==> src/rtl/hid_bridge_pkg.sv <==
package hid_bridge_pkg;
  localparam int REG_W    = 16;
  localparam int STAT_IDX = 3;

  typedef enum logic [7:0] {
    OP_REG_WR = 8'd32,
    OP_REG_RD = 8'd48,
    OP_MEM_WR = 8'd64,
    OP_MEM_RD = 8'd80
  } opcode_e;

  // source flag positions inside src vector (header bits 4..6)
  localparam int SRC_REG = 0;
  localparam int SRC_MEM = 1;
  localparam int SRC_MCU = 2;

  localparam logic [REG_W-1:0] STAT_WMASK = 16'h063E;

  function automatic logic [REG_W-1:0] reg_rst(int idx);
    case (idx)
      0:       return 16'h0000;
      1:       return 16'hB000;
      2:       return 16'h0004;
      default: return 16'h003E;
    endcase
  endfunction

  function automatic logic [REG_W-1:0] reg_wmask(int idx);
    return (idx == STAT_IDX) ? STAT_WMASK : '1;
  endfunction
endpackage

==> src/rtl/hid_btn_filter.sv <==
module hid_btn_filter #(
  parameter int SAMPLES = 3
) (
  input  logic clk_i,
  input  logic rst_ni,
  input  logic raw_ni,
  output logic level_o,
  output logic press_o
);
  logic [1:0]         sync_q;
  logic [SAMPLES-1:0] hist_q;
  logic               level_q, press_q;

  always_ff @(posedge clk_i or negedge rst_ni) begin
    if (!rst_ni) begin
      sync_q  <= '0;
      hist_q  <= '0;
      level_q <= 1'b0;
      press_q <= 1'b0;
    end else begin
      sync_q  <= {sync_q[0], ~raw_ni};
      hist_q  <= {hist_q[SAMPLES-2:0], sync_q[1]};
      press_q <= (&hist_q) & ~level_q;
      if (&hist_q)       level_q <= 1'b1;
      else if (~|hist_q) level_q <= 1'b0;
    end
  end

  assign level_o = level_q;
  assign press_o = press_q;


  filt_agree_chk: assert property (@(posedge clk_i) disable iff (!rst_ni)
    $rose(level_q) |-> $past(&hist_q));
endmodule

==> src/rtl/hid_reg_bank.sv <==
module hid_reg_bank
  import hid_bridge_pkg::*;
#(
  parameter int NREG = 4,
  localparam int IDXW = (NREG > 1) ? $clog2(NREG) : 1
) (
  input  logic                  clk_i,
  input  logic                  rst_ni,
  input  logic                  wr_en_i,
  input  logic [IDXW-1:0]       idx_i,
  input  logic [REG_W-1:0]      wdata_i,
  input  logic [1:0]            rate_i,
  input  logic                  pkg_i,
  input  logic                  rec_i,
  output logic [REG_W-1:0]      rd_data_o,
  output logic [NREG*REG_W-1:0] cfg_o
);
  logic [NREG-1:0][REG_W-1:0] store_q;
  logic [NREG-1:0][REG_W-1:0] view;

  for (genvar g = 0; g < NREG; g++) begin : g_reg
    always_ff @(posedge clk_i or negedge rst_ni) begin
      if (!rst_ni)
        store_q[g] <= reg_rst(g);
      else if (wr_en_i && idx_i == IDXW'(g))
        store_q[g] <= wdata_i & reg_wmask(g);
    end

    if (g == STAT_IDX) begin : g_stat
      assign view[g] = store_q[g] | {7'b0, rate_i, pkg_i, 5'b0, rec_i};
    end else begin : g_plain
      assign view[g] = store_q[g];
    end
    assign cfg_o[g*REG_W +: REG_W] = view[g];
  end

  assign rd_data_o = view[idx_i];


  no_stray_wr_chk: assert property (@(posedge clk_i) disable iff (!rst_ni)
    !wr_en_i |=> $stable(store_q));
endmodule

==> src/rtl/hid_reg_bridge.sv <==
module hid_reg_bridge
  import hid_bridge_pkg::*;
#(
  parameter int NREG       = 4,
  parameter int MEM_AW     = 6,
  parameter int DB_SAMPLES = 3
) (
  input  logic                  clk_i,
  input  logic                  rst_ni,
  input  logic                  out_valid_i,
  input  logic [31:0]           out_data_i,
  output logic                  in_valid_o,
  output logic [23:0]           in_data_o,
  input  logic                  in_ack_i,
  input  logic                  mcu_valid_i,
  input  logic [REG_W-1:0]      mcu_data_i,
  output logic                  mem_req_o,
  output logic                  mem_we_o,
  output logic [MEM_AW-1:0]     mem_addr_o,
  output logic [REG_W-1:0]      mem_wdata_o,
  input  logic                  mem_ack_i,
  input  logic [REG_W-1:0]      mem_rdata_i,
  input  logic                  vol_up_ni,
  input  logic                  vol_dn_ni,
  input  logic                  mute_ni,
  input  logic                  phone_sense_i,
  input  logic                  pkg_sel_i,
  input  logic [1:0]            spdif_rate_i,
  input  logic                  rec_ok_i,
  output logic [NREG*REG_W-1:0] cfg_o
);
  localparam int IDXW  = (NREG > 1) ? $clog2(NREG) : 1;
  localparam int NBTN  = 3;
  localparam int B_UP  = 0;
  localparam int B_DN  = 1;
  localparam int B_MUT = 2;

  // ---- button and jack conditioning
  logic [NBTN-1:0] btn_raw, btn_lvl, btn_press;
  assign btn_raw = {mute_ni, vol_dn_ni, vol_up_ni};

  for (genvar b = 0; b < NBTN; b++) begin : g_btn
    hid_btn_filter #(.SAMPLES(DB_SAMPLES)) u_filt (
      .clk_i  (clk_i),
      .rst_ni (rst_ni),
      .raw_ni (btn_raw[b]),
      .level_o(btn_lvl[b]),
      .press_o(btn_press[b])
    );
  end

  logic [1:0] jack_q;
  always_ff @(posedge clk_i or negedge rst_ni) begin
    if (!rst_ni) jack_q <= '0;
    else         jack_q <= {jack_q[0], phone_sense_i};
  end

  // ---- command decode
  logic [7:0]       op, adr;
  logic [REG_W-1:0] cmd_word;
  logic             reg_hit, mem_hit;
  logic             wr_en, rd_cmd, mem_cmd;

  assign op       = out_data_i[7:0];
  assign cmd_word = out_data_i[23:8];
  assign adr      = out_data_i[31:24];
  assign reg_hit  = int'(adr) < NREG;
  assign mem_hit  = (adr >> MEM_AW) == 8'd0;

  assign wr_en   = out_valid_i && op == OP_REG_WR && reg_hit;
  assign rd_cmd  = out_valid_i && op == OP_REG_RD;
  assign mem_cmd = out_valid_i && (op == OP_MEM_WR || op == OP_MEM_RD)
                   && mem_hit && !mem_req_o;

  logic [REG_W-1:0] rd_data;

  hid_reg_bank #(.NREG(NREG)) u_bank (
    .clk_i    (clk_i),
    .rst_ni   (rst_ni),
    .wr_en_i  (wr_en),
    .idx_i    (adr[IDXW-1:0]),
    .wdata_i  (cmd_word),
    .rate_i   (spdif_rate_i),
    .pkg_i    (pkg_sel_i),
    .rec_i    (rec_ok_i),
    .rd_data_o(rd_data),
    .cfg_o    (cfg_o)
  );

  // ---- serial memory handshake
  always_ff @(posedge clk_i or negedge rst_ni) begin
    if (!rst_ni) begin
      mem_req_o   <= 1'b0;
      mem_we_o    <= 1'b0;
      mem_addr_o  <= '0;
      mem_wdata_o <= '0;
    end else if (mem_cmd) begin
      mem_req_o   <= 1'b1;
      mem_we_o    <= (op == OP_MEM_WR);
      mem_addr_o  <= adr[MEM_AW-1:0];
      mem_wdata_o <= cmd_word;
    end else if (mem_ack_i) begin
      mem_req_o   <= 1'b0;
    end
  end

  // ---- input report
  logic             mem_done, load;
  logic             pend_q, mute_q;
  logic [2:0]       src_q, src_nx;
  logic [REG_W-1:0] word_q, word_nx;

  assign mem_done = mem_req_o && mem_ack_i && !mem_we_o;
  assign load     = mem_done || rd_cmd || mcu_valid_i;

  // priority: memory answer, register read, controller word
  always_comb begin
    src_nx  = '0;
    word_nx = mcu_data_i;
    if (mem_done) begin
      src_nx[SRC_MEM] = 1'b1;
      word_nx         = mem_rdata_i;
    end else if (rd_cmd) begin
      src_nx[SRC_REG] = 1'b1;
      word_nx         = reg_hit ? rd_data : '0;
    end else begin
      src_nx[SRC_MCU] = 1'b1;
    end
  end

  always_ff @(posedge clk_i or negedge rst_ni) begin
    if (!rst_ni) begin
      pend_q <= 1'b0;
      src_q  <= '0;
      word_q <= '0;
    end else if (load) begin
      pend_q <= 1'b1;
      src_q  <= src_nx;
      word_q <= word_nx;
    end else if (in_ack_i) begin
      pend_q <= 1'b0;
      src_q  <= '0;
    end
  end

  // press wins over a coincident host read
  always_ff @(posedge clk_i or negedge rst_ni) begin
    if (!rst_ni)                mute_q <= 1'b0;
    else if (btn_press[B_MUT])  mute_q <= 1'b1;
    else if (in_ack_i)          mute_q <= 1'b0;
  end

  assign in_valid_o = pend_q;
  assign in_data_o  = {word_q, 1'b0, src_q[SRC_MCU], src_q[SRC_MEM], src_q[SRC_REG],
                       jack_q[1], mute_q, btn_lvl[B_DN], btn_lvl[B_UP]};


  src_onehot_chk: assert property (@(posedge clk_i) disable iff (!rst_ni)
    $onehot0(in_data_o[6:4]));

  ack_clear_chk: assert property (@(posedge clk_i) disable iff (!rst_ni)
    in_ack_i && !load |=> !in_valid_o && in_data_o[6:4] == 3'b000);

  mem_hold_chk: assert property (@(posedge clk_i) disable iff (!rst_ni)
    mem_req_o && !mem_ack_i |=> mem_req_o && $stable(mem_addr_o) && $stable(mem_we_o)
                                 && $stable(mem_wdata_o));

  mute_set_chk: assert property (@(posedge clk_i) disable iff (!rst_ni)
    btn_press[B_MUT] |=> in_data_o[2]);
endmodule

==> config.mk <==
export PLATFORM = sky130hd
export DESIGN_NAME = hid_reg_bridge
export DESIGN_NICKNAME = d
export VERILOG_FILES = /design/src/rtl/hid_bridge_pkg.sv /design/src/rtl/hid_btn_filter.sv /design/src/rtl/hid_reg_bank.sv /design/src/rtl/hid_reg_bridge.sv
export SDC_FILE = /design/constraint.sdc
export NUM_CORES = 1
export LEC_CHECK = 0
export BUFFER_PORTS_ARGS = -buffer_cell sky130_fd_sc_hd__buf_2
export CORE_ASPECT_RATIO = 0.8
export CORE_MARGIN = 1.5
export CORE_UTILIZATION = 45
export DETAILED_ROUTE_END_ITERATION = 10
export HOLD_SLACK_MARGIN = 0.08
export PLACE_DENSITY_LB_ADDON = 0.25
export SLEW_MARGIN = 5
export SYNTH_ARGS = -nofsm -noshare
export SYNTH_HDL_FRONTEND = slang
export SYNTH_HIERARCHICAL = 1
export SYNTH_SLANG_ARGS = --single-unit
==> constraint.sdc <==
create_clock -name clk_i -period 1.55 [get_ports clk_i]
set_input_delay 0.155 -clock clk_i [delete_from_list [all_inputs] [get_ports clk_i]]
set_output_delay 0.155 -clock clk_i [all_outputs]
set_load 0.05 [all_outputs]
Yosys cells after proc, flatten, opt, wreduce, memory -nomap -nowiden
Index checks and enable logic that the tools add are counted.
{ "word_totals": {"input_bits": 78, "out_inout_bits": 113, "word_cells": 92, "ff_bits": 121} }
{ "classes": {"reduce_logical": 28, "eq_ne": 10, "n_bitwise": 6, "n_mux": 23, "n_lt_le_gt_ge": 2} }
{ "ops": {"columns": ["op", "count"], "rows": [
  ["16-bit two-way mux", 4],
  ["16-bit binary-select mux with 2-bit select", 1],
  ["8-bit by 6-bit equality test with 1-bit output, second input constant", 2],
  ["8-bit by 7-bit equality test with 1-bit output, second input constant", 2],
  ["1-bit two-way mux", 16],
  ["1-bit logical AND", 12],
  ["11-bit by 9-bit OR with 11-bit output", 1],
  ["3-bit AND reduction", 3],
  ["3-bit OR reduction", 3],
  ["8-bit logical NOT", 1],
  ["8-bit by 3-bit < comparator with 1-bit output, second input constant", 1],
  ["3-bit two-way mux", 2],
  ["2-bit by 1-bit != test with 1-bit output, second input constant", 3],
  ["2-bit nonzero test", 3],
  ["2-bit equality test, second input constant", 2],
  ["1-bit NOT", 4],
  ["1-bit logical OR", 3],
  ["2-bit by 3-bit < comparator with 1-bit output, second input constant", 1],
  ["2-bit by 1-bit equality test with 1-bit output, second input constant", 1],
  ["1-bit logical NOT", 2],
  ["2-bit logical NOT", 1],
  ["1-bit bitwise AND", 1]
]} }

Depth between registers and ports, before layout
Gate-level depths: netlist (run 1).
{ "logic_depth": {"ltp_word": 6, "depth_mapped": 7, "mapped_depth_nobuf": 6} }

By module
Netlist (run 1), hierarchy kept.
{ "by_module_without_submodules": {"columns": ["module", "n_inst", "seq_area_each_um2", "cells_per_inst", "area_per_inst_um2"], "rows": [
  ["hid_reg_bank", 1, 1387.6, 153, 2547.4],
  ["hid_reg_bridge", 1, 1176.1, 211, 2250.9],
  ["hid_btn_filter", 3, 175.2, 14, 211.5]
]} }

Worst setup path after synthesis (run 1)
No wires, ideal clock.
{ "synth_path": {"path_kind": "input to register", "startpoint": "in out_data_i[31]", "endpoint": "reg u_bank.store_q, in the netlist u_bank/cfg_o[0]", "required_time_ns": 1.425, "path_stages": 7, "arrival_time_ns": 2.540, "path_buffers": 1, "path_slack_ns": -1.115, "cell_sequence": "or4_4 -> nor3_1 -> nand3_1 -> nor4b_1 -> nor3b_4 -> buf_4 -> mux2_2"} }
{ "synth_via": {"elab_chain_cells": 3} }
{ "synth_lines": {"columns": ["item", "line_no", "rtl"], "rows": [
  ["from (decl)", "hid_reg_bridge.sv:11", "input logic [31:0] out_data_i,"],
  ["8-bit by 3-bit < comparator with 1-bit output", "hid_reg_bridge.sv:67", "assign reg_hit = int'(adr) < NREG;"],
  ["1-bit logical AND", "hid_reg_bridge.sv:70", "assign wr_en = out_valid_i && op == OP_REG_WR && reg_hit;"],
  ["named net wr_en", "hid_reg_bridge.sv:62", "logic wr_en, rd_cmd, mem_cmd;"],
  ["1-bit logical AND", "hid_reg_bank.sv:25", "else if (wr_en_i && idx_i == IDXW'(g))"],
  ["to (signal, indexed assignment)", "hid_reg_bank.sv:24", "store_q[g] <= reg_rst(g);"],
  ["to (signal, indexed assignment)", "hid_reg_bank.sv:26", "store_q[g] <= wdata_i & reg_wmask(g);"],
  ["to (decl)", "hid_reg_bank.sv:18", "logic [NREG-1:0][REG_W-1:0] store_q;"]
]} }
The timed path passes the listed nets, and every way through them passes these cells.
A chain may end at the register's enable or synchronous reset.

Worst setup path in the final report (run 1)
{ "layout_path": {"startpoint": "in out_data_i[31]", "endpoint": "reg u_bank.store_q, in the netlist u_bank/cfg_o[12]"} }
The elaborated chain is that of the path after synthesis.

==> metrics.csv, run 1 <==
stage;metric;value;unit
routing;DRT Pass-1 Iters;5;
placement;pre-CTS WS;-0.744;ns
floorplan;Chip Width;125;um
outcome;status;finished, violations left;
synthesis;yosys warns;6;
placement;Placed Cells;730;
cells_and_area;ANT cells;0;
placement;Placer Congestion;0.901;
timing;unrepaired setup endpoints after global routing;yes;
global_route;largest net degree at the start of global routing;90;
floorplan;Starting Density;46.3;%
clock_network;clk root buf;clkbuf_16;
clock_network;TritonCTS clock tree;yes;
timing;fin. max-slew vios;0;
clock_network;Clk pin slew, worst setup/hold paths;0.06;ns
setup_path;Setup CP Type;in2reg;
timing;Setup-failing EPs final;91;
routing;# DRC;0;
global_route;gr usage total;24.7;%
placement;IO Port Bufs;184;
cells_and_area;share of layout cells above drive strength 1;58.8;%
cells_and_area;Non-Filler Instances;818;
pwr;maximum VDD drop;0.00107;V
routing;Final ANT Viol Nets;0;
synthesis;Syn Area/Cell;13.4;um2
pwr;P per Cell Area;1020;nW/um2
setup_path;Worst setup EP type;flop;
global_route;first-pass GRT wire length;23500;um
timing;final period utilization;120;%
setup_path;CP max stage cell;or4_4;
routing;routed vias;4330;
floorplan;IO Pins;191;
clock_network;Clock Path Buffers;2;
global_route;number of global-route vias before repair;4376;
clock_network;# clock sinks;121;
placement;DP Wirelength;10100;um
clock_network;Clock Latency Late Sink;0.41;ns
floorplan;core footprint;11600;um2
routing;vias per inst;5.29;
setup_path;crit path max fanout;16;
global_route;total global routing overflow;0;
clock_network;number of buffers created by CTS;17;
setup_path;Critical Path RT;1.84;ns
cells_and_area;fin nets;735;
flow_run;# Max-Cap Violations;0;
cells_and_area;Reg area;3040;um2
pwr;total power;8.36;mW
global_route;antenna violations before repair;0;
min_path;hold path depth;4;
cells_and_area;multi-input logic area;2350;um2
setup_path;worst-path cell chain;buf_6 > or4_4 > nor3_2 > nand3_1 > nor4b_4 > nor3b_4 > buf_12 > mux2_2;
cells_and_area;Final Util;70.9;%
min_path;Worst Hold Class;in2reg;
routing;Initial DRC Count;189;
synthesis;Mapped Cells;400;
timing;post-layout min period;1.86;ns
timing;Final Hold Vio Count;0;
floorplan;Die Area;12600;um2
floorplan;Die Ht;101;um
clock_network;H-tree depth;4;
setup_path;Critical Path AT;2.15;ns
routing;drt total wl;16100;um
cells_and_area;Fill cells;828;
outcome;failing checks;setup timing;
synthesis;Post-Synthesis Cell Area;5360;um2
pwr;Leakage Power;4.33;nW
timing;Max Clk Rate;539;MHz
timing;Final WS setup;-0.307;ns
setup_path;startpoint types;input port;
setup_path;Max stage delay on crit path;0.54;ns
floorplan;num rows;35;
timing;Sum Neg Setup Slack;-17.42;ns
routing;DR WL/cell;19.7;um
setup_path;R2R depth;8;
cells_and_area;P&R area growth vs syn;53.0;%
timing;clock skew;0.00691;ns
registers in the layout, indices dropped and copies added (netlist names), 2 cells and up:
register,count
u_bank/store_q,7
mem_wdata_o,16
mem_addr_o,6
g_btn.u_filt/sync_q,6
g_btn.u_filt/hist_q,9
src_q,3
u_bank/cfg_o,48
jack_q,2
g_btn.u_filt/level_o,3
word_q,16
per-stage QoR:
step           hold WS [ns]  area, um2
5_1_grt              0.0984       8200
6_report              0.116       8200
4_1_cts              0.0855       7690
2_1_floorplan        -0.141       5450
3_5_place_dp          0.224       6560
3_3_place_gp          0.223       6560
report_power, final:
| part | internal, mW | switching (mW) | total [mW] |
|---|---|---|---|
| Combinational | 0.338 | 0.610 | 0.948 |
| Clock | 2.69 | 1.42 | 4.10 |
| Sequential | 3.26 | 0.0585 | 3.32 |
path summary, 6_finish.rpt:
path | startpoint | end | slack [ns]
worst max-delay path | out_data_i[31] | u_bank/cfg_o[12] | -0.31
worst min-delay path | mcu_data_i[11] | word_q[11] | 0.12
worst max register to register | mem_req_o | word_q[2] | -0.15
worst min register to register | g_btn[1].u_filt/sync_q[1] | g_btn[1].u_filt/hist_q[0] | 0.35
max in group asynchronous | rst_ni | u_bank/store_q[50] | 0.82
min in group asynchronous | rst_ni | mem_wdata_o[9] | 0.34
layer usage:
metal / up-vias / track usage (%) / routed length [um]
li1: 1947 / - / -
met1: 2171 / 32.2 / 6930
met2: 194 / 39.9 / 7810
met3: 18 / 7.64 / 1160
met4: 0 / 7.87 / 230
met5: - / 0 / 0
cell type report:
type,instances,area share (%)
multi-input combinational,227,28.7
clock inverter,12,2.12
tap,148,2.26
inverter,21,0.962
sequential,121,37.1
timing repair buffer,269,23.6
clock buffer,20,5.33
cells in the final DEF (no fill, tap or decap), types with 3 or more instances in the layout:
master         count
nor2_2             3
a21o_1             3
o21ai_1            5
inv_1             21
mux4_2            11
nor2_1            18
buf_4             25
dfrtp_1          110
clkinv_2           4
mux2_4            21
dfstp_2            9
nor2_4             3
a31oi_1           12
buf_2            181
conb_1             6
a21oi_1            4
mux2_2            53
clkbuf_16         24
a211o_1           16
mux2_1             3
buf_6              9
mux2i_1            5
dlygate4sd3_1     38
clkbuf_1           3
o2bb2ai_1          5
a31oi_4            4
buf_12             9
o21ai_0            3
nand3_2            9
bufinv_16          4
nand2_1           15
nand3_4            7
timing repair:
item / in CTS / in global routing
setup endpoints to repair: 59 / 90
gates cloned: 1 / 6
pin swaps: 2 / 23
resized for setup: 14 / 61
hold buffers: 38 / 0
buffers inserted: 5 / 7
endpoints found under the hold margin: 204 / 0
critical path: cells and delay by family:
kind                   cells  cell delay [ns]
and+or+nand+nor            5             1.34
muxes                      1             0.34
buffers and inverters      2             0.28
(Power assumes the default switching activity.)
==> inputs of run 2 (changes only) <==
--- a/config.mk
+++ b/config.mk
@@ -5,9 +5,8 @@
 export SDC_FILE = /design/constraint.sdc
 export NUM_CORES = 1
 export LEC_CHECK = 0
-export BUFFER_PORTS_ARGS = -buffer_cell sky130_fd_sc_hd__buf_2
+export BUFFER_PORTS_ARGS = -buffer_cell sky130_fd_sc_hd__clkbuf_2
 export CORE_ASPECT_RATIO = 0.8
-export CORE_MARGIN = 1.5
 export CORE_UTILIZATION = 45
 export DETAILED_ROUTE_END_ITERATION = 10
 export HOLD_SLACK_MARGIN = 0.08
==> metrics.csv, run 2 (synthesis gave the netlist of run 1 again) <==
stage;metric;value;unit;change
timing;Max Clk Rate;549;MHz;+1.9%
pwr;clock power share;49.2;%;+0.2 points
setup_path;worst-path cell chain;buf_6 > or4_4 > nor3_4 > nand3_2 > nor4b_4 > buf_4 > nand3b_4 > buf_12 > mux2_4;;
cells_and_area;Reg area;3040;um2;unchanged
timing;Sum Neg Setup Slack;-13.22;ns;+4.20 ns
pwr;total power;8.49;mW;+1.5%
placement;IO Port Bufs;184;;unchanged
pwr;Flop pwr share;39.2;%;-0.4 points
clock_network;Clk pin slew, worst setup/hold paths;0.05;ns;about the same
timing;final period utilization;118;%;-2.2 points
clock_network;TritonCTS clock tree;yes;;
timing;fin. max-slew vios;0;;unchanged
floorplan;num rows;35;;unchanged
pwr;maximum VDD drop;0.000925;V;-13%
timing;post-layout min period;1.82;ns;-0.0338 ns
pwr;P per Cell Area;1040;nW/um2;+1.6%
global_route;antenna violations before repair;0;;unchanged
cells_and_area;most frequent cells in the layout;clkbuf_2, dfrtp_1, mux2_2, dlygate4sd3_1, buf_4;;
pwr;net switching fraction of the power;24.7;%;-0.25 points
routing;routed vias;4346;;+0.37%
cells_and_area;multi-input logic area;2280;um2;-2.9%
routing;Initial DRC Count;189;;unchanged
setup_path;CP max stage cell;or4_4;;
cells_and_area;fin nets;739;;+0.54%
setup_path;startpoint types;input port;;
clock_network;clk root buf;clkbuf_16;;
setup_path;Max stage delay on crit path;0.56;ns;+0.02 ns
pwr;Gate power share;11.6;%;+0.3 points
setup_path;crit path max fanout;6;;-10
clock_network;H-tree depth;4;;unchanged
cells_and_area;share of layout cells above drive strength 1;58.2;%;-0.65 points
min_path;Worst Hold Class;in2reg;;
floorplan;Starting Density;46.3;%;unchanged
global_route;first-pass GRT wire length;22200;um;-5.7%
floorplan;IO Pins;191;;unchanged
cells_and_area;P&R area growth vs syn;52.9;%;about the same
placement;pre-CTS WS;-0.695;ns;+0.0486 ns
cells_and_area;commonest non-fill, non-tap cell in the layout;clkbuf_2;;
pwr;Leakage Power;4.30;nW;-0.77%
clock_network;number of buffers created by CTS;17;;unchanged
cells_and_area;ANT cells;0;;unchanged
floorplan;Die Area;12300;um2;-1.8%
routing;# DRC;0;;unchanged
routing;Final ANT Viol Nets;0;;unchanged
routing;DRT Pass-1 Iters;4;;-1
timing;WHS;0.101;ns;-0.0156 ns
flow_run;# Max-Cap Violations;0;;unchanged
placement;DP Wirelength;10300;um;+2.0%
setup_path;Critical Path AT;2.11;ns;-0.04 ns
placement;placed inst area;6620;um2;+0.92%
floorplan;Chip Width;124;um;-0.80%
timing;Final WS setup;-0.273;ns;+0.0338 ns
timing;Setup-failing EPs final;71;;-22%
floorplan;Die Ht;99.6;um;-0.99%
routing;DR WL/cell;19.0;um;-3.7%
timing;clock skew;0.00786;ns;+0.000945 ns
pwr;Int Pwr;6.40;mW;+1.8%
floorplan;core footprint;11600;um2;unchanged
cells_and_area;Final Cell Area;8190;um2;about the same
global_route;total global routing overflow;0;;unchanged
cells_and_area;Fill cells;794;;-4.1%
outcome;failing checks;setup timing;;
global_route;largest net degree at the start of global routing;55;;-39%
setup_path;Critical Path RT;1.84;ns;about the same
routing;vias per inst;5.29;;-0.12%
clock_network;Clock Latency Late Sink;0.41;ns;about the same
pwr;Net Sw Power;2.09;mW;+0.47%
clock_network;Clock Path Buffers;2;;unchanged
clock_network;# clock sinks;121;;unchanged
cells_and_area;max reg flops;48;;unchanged
global_route;number of global-route vias before repair;4213;;-3.7%
global_route;gr usage total;24.7;%;about the same
timing;Final Hold Vio Count;0;;unchanged
timing;unrepaired setup endpoints after global routing;yes;;
placement;Placer Congestion;0.843;;-6.5%
outcome;status;finished, violations left;;
setup_path;Worst setup EP type;flop;;
setup_path;Setup CP Type;in2reg;;
routing;drt total wl;15600;um;-3.2%
## run 2: cell count changes in the layout (fill, tap and decap cells not counted), moves of 4 or more
cell and change:
nand3_1 +10, buf_2 -181, dlygate4sd3_1 +4, nor2_1 -9
nand3_4 -5, nand3_2 -5, nor2_4 +6, clkbuf_2 +182
## run 2: repair_timing
action | CTS | global route
gates cloned | 1 | 4
resized for setup | 9 | 62
setup buffers | 5 | 5
endpoints found under the hold margin | 208 | 0
endpoints found under the setup margin | 61 | 90
hold buffers | 42 | 0
pin swaps | 4 | 8
## run 2: layout make-up
cell class | instances | share of cell area (%)
clock buffers | 21 | 5.62
clock inverters | 11 | 2.08
repair buffers | 273 | 24.1
flip-flops and latches | 121 | 37.1
inverters | 21 | 0.963
multi-input cells | 227 | 27.9
well taps | 148 | 2.26
## run 2: worst max-delay path: cells and delay by family
kind | cells | cell delay (ns)
buf+inv | 3 | 0.47
simple gates | 5 | 1.19
mux | 1 | 0.29
## run 2: final timing paths
path / from / endpoint / slack (ns) / cells after the start
setup / recovery: out_data_i[31] / u_bank/cfg_o[37] / -0.27 / 9
hold / removal: mcu_data_i[3] / word_q[3] / 0.10 / 4
setup reg to reg: mem_req_o / word_q[10] / -0.09 / 7
hold reg to reg: jack_q[0] / jack_q[1] / 0.35 / 0
max in group asynchronous: rst_ni / u_bank/cfg_o[29] / 0.66 / 3
min in group asynchronous: rst_ni / u_bank/cfg_o[41] / 0.21 / 2
## run 2: routing by layer
layer,track usage (%),vias up,share of wire [%]
met5,0,-,0
met4,9.52,0,1.4
met3,7.40,20,7.7
met2,39.4,201,48
met1,31.6,2174,43
li1,-,1951,-
## run 2: stage by stage
| stage | cells | utilization (%) |
|---|---|---|
| floorplan | 404 | - |
| global placement | 733 | 57.3 |
| detailed placement | 733 | 57.3 |
| CTS | 813 | 67.4 |
| global route | 822 | 70.8 |
| finish | 822 | 70.8 |
## run 2: power groups by stage
stage	clock network, mW	registers (mW)	logic (mW)
after floorplan	0	3.57	0.292
after global placement	0	3.36	0.817
after detailed placement	0	3.37	0.828
after CTS	4.25	3.31	0.921
after global routing	4.40	3.34	1.05
final	4.18	3.33	0.984
==> inputs of run 3 (changes only) <==
--- a/config.mk
+++ b/config.mk
@@ -9,6 +9,7 @@
 export CORE_ASPECT_RATIO = 0.8
 export CORE_UTILIZATION = 45
 export DETAILED_ROUTE_END_ITERATION = 10
+export GPL_TIMING_DRIVEN = 0
 export HOLD_SLACK_MARGIN = 0.08
 export PLACE_DENSITY_LB_ADDON = 0.25
 export SLEW_MARGIN = 5
==> constraint.sdc (replaced) <==
create_clock -name clk_i -period 1.8 [get_ports clk_i]
set_input_delay 0.18 -clock clk_i [delete_from_list [all_inputs] [get_ports clk_i]]
set_output_delay 0.18 -clock clk_i [all_outputs]
set_load 0.05 [all_outputs]
==> metrics.csv, run 3 (synthesis gave the netlist of run 1 again) <==
stage;metric;value;unit;change
outcome;status;finished, violations left;;
outcome;failing checks;setup timing;;
cells_and_area;max reg flops;48;;unchanged
setup_path;Max stage delay on crit path;0.56;ns;about the same
setup_path;Worst setup EP type;flop;;
routing;vias per inst;5.25;;-0.71%
routing;DR WL/cell;18.9;um;-0.50%
routing;Final ANT Viol Nets;0;;unchanged
setup_path;CP Launch Point;out_data_i[27];;
timing;WHS;0.0987;ns;-0.00180 ns
pwr;P per Cell Area;883;nW/um2;-15%
setup_path;worst-path cell chain;buf_6 > or4_4 > nor3_4 > nand3_2 > nor4b_4 > buf_4 > nor3b_4 > buf_6 > buf_8 > mux2_4;;
timing;clock skew;0.00956;ns;+0.00170 ns
cells_and_area;fin nets;743;;+0.54%
global_route;total global routing overflow;0;;unchanged
min_path;Worst Hold Class;in2reg;;
timing;Final Hold Vio Count;0;;unchanged
setup_path;startpoint types;input port;;
placement;DP Wirelength;10900;um;+5.4%
timing;final period utilization;114;%;
timing;Max Clk Rate;485;MHz;
setup_path;CP Buf/Inv Count;4;;+1
setup_path;WP depth;10;;+1
timing;Final WS setup;-0.260;ns;+0.0123 ns
routing;# DRC;0;;unchanged
timing;post-layout min period;2.06;ns;
clock_network;Clock Path Buffers;2;;unchanged
placement;Placer Congestion;0.825;;-2.1%
clock_network;# clock sinks;121;;unchanged
setup_path;CP most frequent cell;buf_6;;
setup_path;Critical Path RT;2.09;ns;+0.25 ns
clock_network;number of buffers created by CTS;17;;unchanged
setup_path;largest delay contributor family on the critical path;simple AND/OR/NAND/NOR gates;;
timing;fin. max-slew vios;0;;unchanged
setup_path;Critical path destination;u_bank/cfg_o[14];;
timing;Setup-failing EPs final;55;;-23%
global_route;gr usage total;26.6;%;+2.0 points
timing;unrepaired setup endpoints after global routing;yes;;
cells_and_area;share of layout cells above drive strength 1;53.5;%;-4.6 points
floorplan;Die Area;12300;um2;unchanged
routing;DRT Pass-1 Iters;6;;+2
routing;drt total wl;15600;um;about the same
setup_path;R2R Setup Slk;0.05;ns;+0.14 ns
setup_path;Reg-to-Reg End;mem_wdata_o[12];;
cells_and_area;most frequent cells in the layout;clkbuf_2, dfrtp_1, mux2_2, dlygate4sd3_1, buf_4;;
global_route;antenna violations before repair;0;;unchanged
timing;actual slew at the worst max-slew pin;0.560;ns;
cells_and_area;P&R area growth vs syn;45.6;%;
floorplan;num rows;35;;unchanged
clock_network;clk root buf;clkbuf_16;;
global_route;largest net degree at the start of global routing;68;;+24%
clock_network;H-tree depth;4;;unchanged
global_route;first-pass GRT wire length;23800;um;+7.2%
cells_and_area;commonest non-fill, non-tap cell in the layout;clkbuf_2;;
clock_network;Clk pin slew, worst setup/hold paths;0.06;ns;about the same
pwr;total power;6.88;mW;-19%
pwr;Leakage Power;4.18;nW;-2.7%
global_route;number of global-route vias before repair;4386;;+4.1%
flow_run;# Max-Cap Violations;0;;unchanged
setup_path;CP max stage cell;or4_4;;
cells_and_area;ANT cells;0;;unchanged
floorplan;Starting Density;46.3;%;unchanged
floorplan;Chip Width;124;um;unchanged
placement;IO Port Bufs;184;;unchanged
setup_path;crit path max fanout;5;;-1
cells_and_area;Final Util;67.4;%;-3.4 points
setup_path;Critical Path AT;2.35;ns;+0.24 ns
floorplan;Die Ht;99.6;um;unchanged
floorplan;core footprint;11600;um2;unchanged
pwr;maximum VDD drop;0.000617;V;-33%
clock_network;TritonCTS clock tree;yes;;
routing;Initial DRC Count;323;;+71%
timing;Slew HR;62.6;%;
setup_path;R2R depth;4;;-3
routing;routed vias;4336;;-0.23%
setup_path;Setup CP Type;in2reg;;
setup_path;r2r startpoint;mem_req_o;;
floorplan;IO Pins;191;;unchanged
clock_network;Clock Latency Late Sink;0.41;ns;about the same
## run 3: cell count changes in the layout (fill, tap and decap cells not counted), moves of 4 or more
cell,before,now
buf_12,11,1
nor2_1,9,24
nand3_1,12,16
buf_6,10,14
nor2_2,6,0
mux2_1,2,17
dlygate4sd3_1,42,38
mux2_4,19,11
mux2_2,56,49
buf_8,1,5
clkbuf_16,21,17
buf_4,22,27
nor2_4,9,0
## run 3: worst register-to-register path: stages, from the launching register on
cell     delay, ns
dfrtp_2       0.43
nor4_2        0.37
nand4_2       0.23
buf_4         0.28
mux2_1        0.33
## run 3: what timing repair did
action,CTS,global route
resized for setup,26,22
cloned,1,0
pin swaps,2,6
hold endpoints to repair,136,0
hold buffers,38,0
setup endpoints to repair,83,87
setup buffers,14,5
## run 3: layout make-up
cell class,instances,area [um2]
Fill cell,860,3760
Sequential cell,121,3040
Multi-Input combinational cell,227,2090
Timing Repair Buffer,243,1530
Clock buffer,22,474
Buffer,34,297
Tap cell,148,185
Clock inverter,10,95.1
Inverter,21,78.8
## run 3: metrics by stage
step / instances / setup slack [ns] / setup TNS (ns) / instance area (um2)
6_report: 826 / -0.260 / -9.74 / 7800
5_1_grt: 826 / -0.307 / -12.11 / 7800
4_1_cts: 822 / -0.263 / -6.23 / 7710
3_5_place_dp: 737 / -1.12 / -45.90 / 6540
3_3_place_gp: 736 / -1.49 / -182.77 / 6500
2_1_floorplan: 404 / -0.502 / -14.18 / 5400
## run 3: routing by layer
layer  vias up  track usage (%)  share of wire (%)
met5         -                0                  0
met4         0             8.42                1.2
met3        22             7.22                7.8
met2       201             41.8                 47
met1      2162             36.1                 44
li1       1951                -                  -
## run 3: worst min-delay path by stage
stage                   start                        end  slack [ns]  depth (start not counted)
5_1_grt        out_data_i[24]              mem_addr_o[0]        0.09                          2
3_3_place_gp    phone_sense_i                  jack_q[0]        0.29                          1
2_1_floorplan          rst_ni  g_btn[0].u_filt/hist_q[0]       -0.12                          0
6_report       out_data_i[24]              mem_addr_o[0]         0.1                          2
4_1_cts        out_data_i[24]              mem_addr_o[0]        0.09                          2
3_5_place_dp           rst_ni             mem_wdata_o[9]        0.18                          1
## run 3: power breakdown
part           total [mW]  internal (mW)  switching [mW]
Combinational       0.794          0.279           0.515
Sequential           2.85           2.80          0.0494
Clock                3.24           2.01            1.23
Total                6.88           5.09            1.79
